### src/rtl/cimm_pkg.sv
package cimm_pkg;

    typedef enum logic [3:0] {
        UOP_NONE  = 4'd0,
        UOP_ADDI  = 4'd1,
        UOP_ADDIS = 4'd2,
        UOP_LI    = 4'd3,
        UOP_LIS   = 4'd4,
        UOP_CMPD  = 4'd5,
        UOP_CMPW  = 4'd6,
        UOP_LD    = 4'd7,
        UOP_LW    = 4'd8,
        UOP_LFS   = 4'd9,
        UOP_LFD   = 4'd10
    } uop_e;

    typedef enum logic [2:0] {
        SUB_ADD  = 3'b010,
        SUB_ADDS = 3'b011,
        SUB_CMP  = 3'b100,
        SUB_ILD  = 3'b101,
        SUB_FLD  = 3'b110
    } sub_e;

    // Halfword layout, most significant field first.
    typedef struct packed {
        logic       mode_hi;   // [15]
        logic       imm_sign;  // [14]
        logic [2:0] dst;       // [13:11], [13] doubles as size select
        logic [2:0] sub;       // [10:8]
        logic [2:0] src;       // [7:5]
        logic [3:0] offs;      // [4:1]
        logic       mode_lo;   // [0]
    } cfmt_t;

    localparam int RAW_IMM_W = 5;

    function automatic logic [RAW_IMM_W-1:0] raw_imm(input cfmt_t f);
        return {f.imm_sign, f.offs};
    endfunction

    // Left shift applied to the sign-extended immediate per micro-op.
    function automatic logic [4:0] imm_shift(input uop_e op);
        case (op)
            UOP_ADDIS, UOP_LIS: return 5'd16;
            UOP_LD, UOP_LFD:    return 5'd3;
            UOP_LW, UOP_LFS:    return 5'd2;
            default:            return 5'd0;
        endcase
    endfunction

    function automatic logic [3:0] access_bytes(input uop_e op);
        case (op)
            UOP_LD, UOP_LFD: return 4'd8;
            UOP_LW, UOP_LFS: return 4'd4;
            default:         return 4'd0;
        endcase
    endfunction

    function automatic logic is_load(input uop_e op);
        return (op == UOP_LD) || (op == UOP_LW) || (op == UOP_LFS) || (op == UOP_LFD);
    endfunction

endpackage

### src/rtl/cimm_gate.sv
module cimm_gate
    import cimm_pkg::*;
(
    input  logic  in16_mode,
    input  cfmt_t fmt,
    output logic  applies
);
    always_comb begin
        applies = in16_mode && fmt.mode_hi && fmt.mode_lo;
    end
endmodule

### src/rtl/cimm_classify.sv
module cimm_classify
    import cimm_pkg::*;
#(
    parameter int REG_W = 5
) (
    input  cfmt_t            fmt,
    output uop_e             op,
    output logic             illegal,
    output logic             rc,
    output logic [REG_W-1:0] rt,
    output logic [REG_W-1:0] ra
);
    localparam int DST_W  = 3;
    localparam int NARR_W = 2;

    logic             base_zero;
    logic             sel_alt;
    logic [REG_W-1:0] dst_wide;
    logic [REG_W-1:0] dst_narrow;
    logic [REG_W-1:0] src_wide;

    generate
        if (REG_W > DST_W) begin : g_pad
            assign dst_wide   = {{(REG_W-DST_W){1'b0}}, fmt.dst};
            assign src_wide   = {{(REG_W-DST_W){1'b0}}, fmt.src};
        end else begin : g_trim
            assign dst_wide   = fmt.dst[REG_W-1:0];
            assign src_wide   = fmt.src[REG_W-1:0];
        end
        if (REG_W > NARR_W) begin : g_npad
            assign dst_narrow = {{(REG_W-NARR_W){1'b0}}, fmt.dst[NARR_W-1:0]};
        end else begin : g_ntrim
            assign dst_narrow = fmt.dst[REG_W-1:0];
        end
    endgenerate

    always_comb begin
        base_zero = (fmt.src == 3'b000);
        sel_alt   = fmt.dst[DST_W-1];
        op        = UOP_NONE;
        illegal   = 1'b0;
        rc        = 1'b0;
        rt        = '0;
        ra        = '0;
        case (fmt.sub)
            SUB_ADD: begin
                op = base_zero ? UOP_LI : UOP_ADDI;
                rc = 1'b1;
                rt = dst_wide;
                ra = src_wide;
            end
            SUB_ADDS: begin
                op = base_zero ? UOP_LIS : UOP_ADDIS;
                rc = 1'b1;
                rt = dst_wide;
                ra = src_wide;
            end
            SUB_CMP: begin
                op = sel_alt ? UOP_CMPW : UOP_CMPD;
                rt = dst_narrow;
                ra = src_wide;
            end
            SUB_ILD: begin
                op = sel_alt ? UOP_LW : UOP_LD;
                rt = dst_narrow;
                ra = src_wide;
            end
            SUB_FLD: begin
                op = sel_alt ? UOP_LFD : UOP_LFS;
                rt = dst_narrow;
                ra = src_wide;
            end
            default: begin
                illegal = 1'b1;
            end
        endcase
    end
endmodule

### src/rtl/cimm_immgen.sv
module cimm_immgen
    import cimm_pkg::*;
#(
    parameter int XLEN = 64
) (
    input  cfmt_t           fmt,
    input  uop_e            op,
    output logic [XLEN-1:0] imm
);
    localparam int EXT_W = XLEN - RAW_IMM_W;

    logic [RAW_IMM_W-1:0] raw;
    logic [XLEN-1:0]      sext;

    always_comb begin
        raw  = raw_imm(fmt);
        sext = {{EXT_W{raw[RAW_IMM_W-1]}}, raw};
        imm  = sext << imm_shift(op);
    end
endmodule

### src/rtl/cimm_decoder.sv
module cimm_decoder
    import cimm_pkg::*;
#(
    parameter int XLEN  = 64,
    parameter int REG_W = 5
) (
    input  logic             clk,
    input  logic             rst,
    input  logic             valid_in,
    input  logic             in16_mode,
    input  logic [15:0]      insn,
    output logic             out_valid,
    output logic             out_na,
    output logic             out_illegal,
    output logic [3:0]       out_op,
    output logic             out_rc,
    output logic [REG_W-1:0] out_rt,
    output logic [REG_W-1:0] out_ra,
    output logic [XLEN-1:0]  out_imm,
    output logic [3:0]       out_size
);
    typedef struct packed {
        logic             na;
        logic             illegal;
        uop_e             op;
        logic             rc;
        logic [REG_W-1:0] rt;
        logic [REG_W-1:0] ra;
        logic [XLEN-1:0]  imm;
        logic [3:0]       size;
    } uop_t;

    cfmt_t            fmt;
    logic             applies;
    uop_e             cls_op;
    logic             cls_illegal;
    logic             cls_rc;
    logic [REG_W-1:0] cls_rt;
    logic [REG_W-1:0] cls_ra;
    logic [XLEN-1:0]  gen_imm;
    uop_t             nxt;
    uop_t             cur;
    logic             vld_q;

    assign fmt = cfmt_t'(insn);

    cimm_gate u_gate (
        .in16_mode (in16_mode),
        .fmt       (fmt),
        .applies   (applies)
    );

    cimm_classify #(.REG_W(REG_W)) u_classify (
        .fmt     (fmt),
        .op      (cls_op),
        .illegal (cls_illegal),
        .rc      (cls_rc),
        .rt      (cls_rt),
        .ra      (cls_ra)
    );

    cimm_immgen #(.XLEN(XLEN)) u_immgen (
        .fmt (fmt),
        .op  (cls_op),
        .imm (gen_imm)
    );

    always_comb begin
        nxt = '0;
        nxt.op = UOP_NONE;
        if (!applies) begin
            nxt.na = 1'b1;
        end else if (cls_illegal) begin
            nxt.illegal = 1'b1;
        end else begin
            nxt.op   = cls_op;
            nxt.rc   = cls_rc;
            nxt.rt   = cls_rt;
            nxt.ra   = cls_ra;
            nxt.imm  = gen_imm;
            nxt.size = access_bytes(cls_op);
        end
    end

    always_ff @(posedge clk) begin
        if (rst) begin
            vld_q <= 1'b0;
            cur   <= '0;
        end else begin
            vld_q <= valid_in;
            if (valid_in) begin
                cur <= nxt;
            end
        end
    end

    assign out_valid   = vld_q;
    assign out_na      = cur.na;
    assign out_illegal = cur.illegal;
    assign out_op      = cur.op;
    assign out_rc      = cur.rc;
    assign out_rt      = cur.rt;
    assign out_ra      = cur.ra;
    assign out_imm     = cur.imm;
    assign out_size    = cur.size;
endmodule

### config.mk
export PLATFORM = sky130hd
export DESIGN_NAME = cimm_decoder
export DESIGN_NICKNAME = d
export VERILOG_FILES = /design/src/rtl/cimm_pkg.sv /design/src/rtl/cimm_gate.sv /design/src/rtl/cimm_classify.sv /design/src/rtl/cimm_immgen.sv /design/src/rtl/cimm_decoder.sv
export SDC_FILE = /design/constraint.sdc
export NUM_CORES = 1
export LEC_CHECK = 0
export CAP_MARGIN = 15
export CORE_MARGIN = 3
export CORE_UTILIZATION = 35
export DETAILED_ROUTE_END_ITERATION = 12
export PLACE_DENSITY = 0.86
export SYNTH_ARGS = -nofsm -noshare
export SYNTH_HDL_FRONTEND = slang
export SYNTH_SLANG_ARGS = --single-unit
### constraint.sdc
create_clock -name clk -period 2.5 [get_ports clk]
set_clock_uncertainty 0.2 [all_clocks]
set_input_delay 0.625 -clock clk [delete_from_list [all_inputs] [get_ports clk]]
set_output_delay 0.625 -clock clk [all_outputs]
set_load 0.01 [all_outputs]
==> metrics <==
final hold viol count 0; count of instances resized after the clock tree is built 0; Hold Crit Class reg -> reg; clock slew at the register clock pins of the worst setup and hold paths 0.07 ns; leading cell type in the layout, fill and taps excluded clkdlybuf4s50_1; DRC marker count from the first detailed-route iteration 67; # clock sinks 32; vias 1,739; Crit Reg-Reg Endpoint out_imm[3]$_SDFFE_PP0P_; Post-Place Cell Area 2690 µm²; placer's final routability congestion estimate 0.856; via/cell ratio 4.79; CTS hold repair buffers 0; TritonCTS clock tree done; run status complete, no violations; post-synthesis cell type count 49; most frequently used flop master after synthesis dfxtp_1; number of enable flip-flop cells after synthesis 0; CTS H-tree depth 2; Chip Height 80.2 µm; FF-to-FF Start out_imm[3]$_SDFFE_PP0P_; drt wl/cell 13.8 µm; Leakage 1.02 nW; global router's overall resource usage 15.2%; depth of the worst register-to-register path 3; Highest Clock Rate 0.421 GHz; peak ir drop on the vdd network 415 µV; wire length reported by the detailed router 5.00 mm; combined flip-flop and latch cell area 641 µm²; DIE WIDTH 80.2 µm; Initial DRT Pass Iterations 4; clock tree buffer depth 2; sequential area share after synthesis 33.3%; Detailed Place HPWL 3.83 mm; Clock Root Buffer clkbuf_8; vias in the first global route 1,541; global-route wire length before repair 7.64 mm; Std-Cell Rows 26; number of antenna violations at the first check in global routing 0; Gate Count Post-Synth 230; sum of overflow across all layers after global routing 0; Post-Route Hold Slack 0.259 ns; start-to-end type of the worst setup path reg -> out; number of setup violations in the final report 0; highest-count cells in the layout ignoring fill and taps clkdlybuf4s50_1 (99), dfxtp_1 (32), nand2_1 (30); startpoint type of the worst setup path flop; netlist area before placement 1930 µm²; Worst Hold End out_imm[2]$_SDFFE_PP0P_; count of unresolved DRC violations after routing 0; endpoint arrival time on the critical path 1.55 ns; fill cell total of the finished layout 467; area delta synth->final 46.0%; Final nets 312; count of buffers inserted at the top-level ports 99; required arrival time at the worst endpoint 1.67 ns; final critical path time including I/O delays and setup 2.37 ns; post-synthesis register bit count 32; HP Start out_imm[2]$_SDFFE_PP0P_; Maximum Capacitance Violations 0; post-layout instance area 2810 µm²; Die Footprint 6430 µm²; Mean Syn Cell Area 8.37 µm²; portion of the clock cycle consumed by the worst path in the final layout 95.0%; power density normalized to cell area 446 nW/µm²; largest net degree at the start of global routing 42; warning count from the yosys run 0; Core Region 5200 µm²; area used by multi-input combinational logic 800 µm²; number of pins exceeding their max-slew limit in the final report 0; number of nets still failing antenna checks after routing 0; cell depth of the worst hold path 2; proportion of register bits with asynchronous set or reset after synthesis 0%; flop2flop setup slack 1.43 ns; setup repair bufs after CTS 0; TritonCTS buffer count 5; starting density of the core 37.0%; sort of element at the end of the critical path primary output; Skew-Pair Late Insertion Delay 0.28 ns; antenna fix cells 0; number of top-level pins 106; Crit Path Max Fanout 41; share of post-route cells with drive strength above 1 11.3%; RSZ-0062 raised after global routing no
==> Yosys cell counts (2+ instances only) <==
library cell  count  area, µm²
a21o_1            2       15.0
nor3_1            2       10.0
and2b_1           3       22.5
nor2b_1           2       12.5
inv_1             7       26.3
o32ai_1           2       17.5
a32oi_1           2       17.5
a21oi_1          17       85.1
a221oi_1          2       17.5
buf_6             2       22.5
nand2b_1          3       18.8
and2_1            2       12.5
and3_1            2       12.5
buf_4            57        428
or3_1             2       12.5
a22o_1            2       17.5
dfxtp_1          32        641
o21ai_1           2       10.0
a22oi_1           4       30.0
mux2i_1           2       20.0
o21ai_0           5       25.0
clkbuf_1          6       22.5
o221ai_1          3       26.3
nor2_1           13       48.8
nand2_1          30        113
==> flip-flops by register name, indices dropped and copies added, names as in the netlist <==
name and flops:
out_imm 16, out_valid 1, out_op 4, out_illegal 1
out_rt 3, out_rc 1, out_na 1, out_size 2
out_ra 3
==> where the power goes <==
| group | internal, mW | total (mW) | switching, mW | leakage [nW] |
|---|---|---|---|---|
| Combinational | 0.0945 | 0.189 | 0.0944 | 0.702 |
| Clock | 0.351 | 0.547 | 0.195 | 0.0645 |
| Sequential | 0.516 | 0.520 | 0.00342 | 0.259 |
==> routing by layer <==
layer | up-vias | part of all wire [%] | routed length, µm | global-route usage [%]
met4 | 0 | 1.7 | 85 | 5.24
li1 | 856 | - | - | -
met5 | - | 0 | 0 | 0
met2 | 75 | 50 | 2520 | 26.7
met3 | 10 | 6.7 | 335 | 4.60
met1 | 798 | 41 | 2060 | 17.4
==> per-stage QoR <==
step	util, %	power [mW]	TNS, ns	std cells	setup WS [ns]
5_1_grt	54.0	1.30	0	363	0.00359
2_1_floorplan	-	0.641	0	235	0.422
4_1_cts	54.0	1.26	0	363	0.0978
3_5_place_dp	51.6	0.718	-0.00794	355	-0.00794
6_report	54.0	1.26	0	363	0.125
3_3_place_gp	51.6	0.716	0	355	0.0538
==> critical path, cell delays in order, from the launching register on <==
cell             delay, ns
dfxtp_1               0.33
buf_4                 0.31
clkdlybuf4s50_1       0.61
==> cells by family after synthesis <==
family                    count (synthesis)  synth area share (%)
muxes                                     2                  1.04
and+or+nand+nor                          67                  17.8
AOI/OAI and AO/OA                        54                  21.1
DFF                                      32                  33.3
other                                     1                 0.195
xor gates and xnor gates                  1                 0.455
buffers and inverters                    73                  26.2
==> final cells by class <==
type / instances / share of cell area [%]
clock buffers: 7 / 3.43
clock inverters: 1 / 1.07
inverters: 7 / 0.935
multi-input cells: 130 / 28.4
flip-flops and latches: 32 / 22.8
well taps: 70 / 3.12
repair buffers: 116 / 40.2
==> worst max-delay path by stage <==
stage / from / to / slack (ns) / depth (start not counted)
after floorplan: out_imm[62]$_SDFFE_PP0P_ / out_imm[24] / 0.42 / 1
after global placement: insn[10] / out_imm[4]$_SDFFE_PP0P_ / 0.05 / 6
after detailed placement: insn[10] / out_imm[4]$_SDFFE_PP0P_ / -0.008 / 6
after CTS: out_imm[62]$_SDFFE_PP0P_ / out_imm[37] / 0.1 / 2
after global routing: out_imm[62]$_SDFFE_PP0P_ / out_imm[31] / 0.004 / 2
final: out_imm[62]$_SDFFE_PP0P_ / out_imm[59] / 0.13 / 2
(Power assumes the default switching activity.)
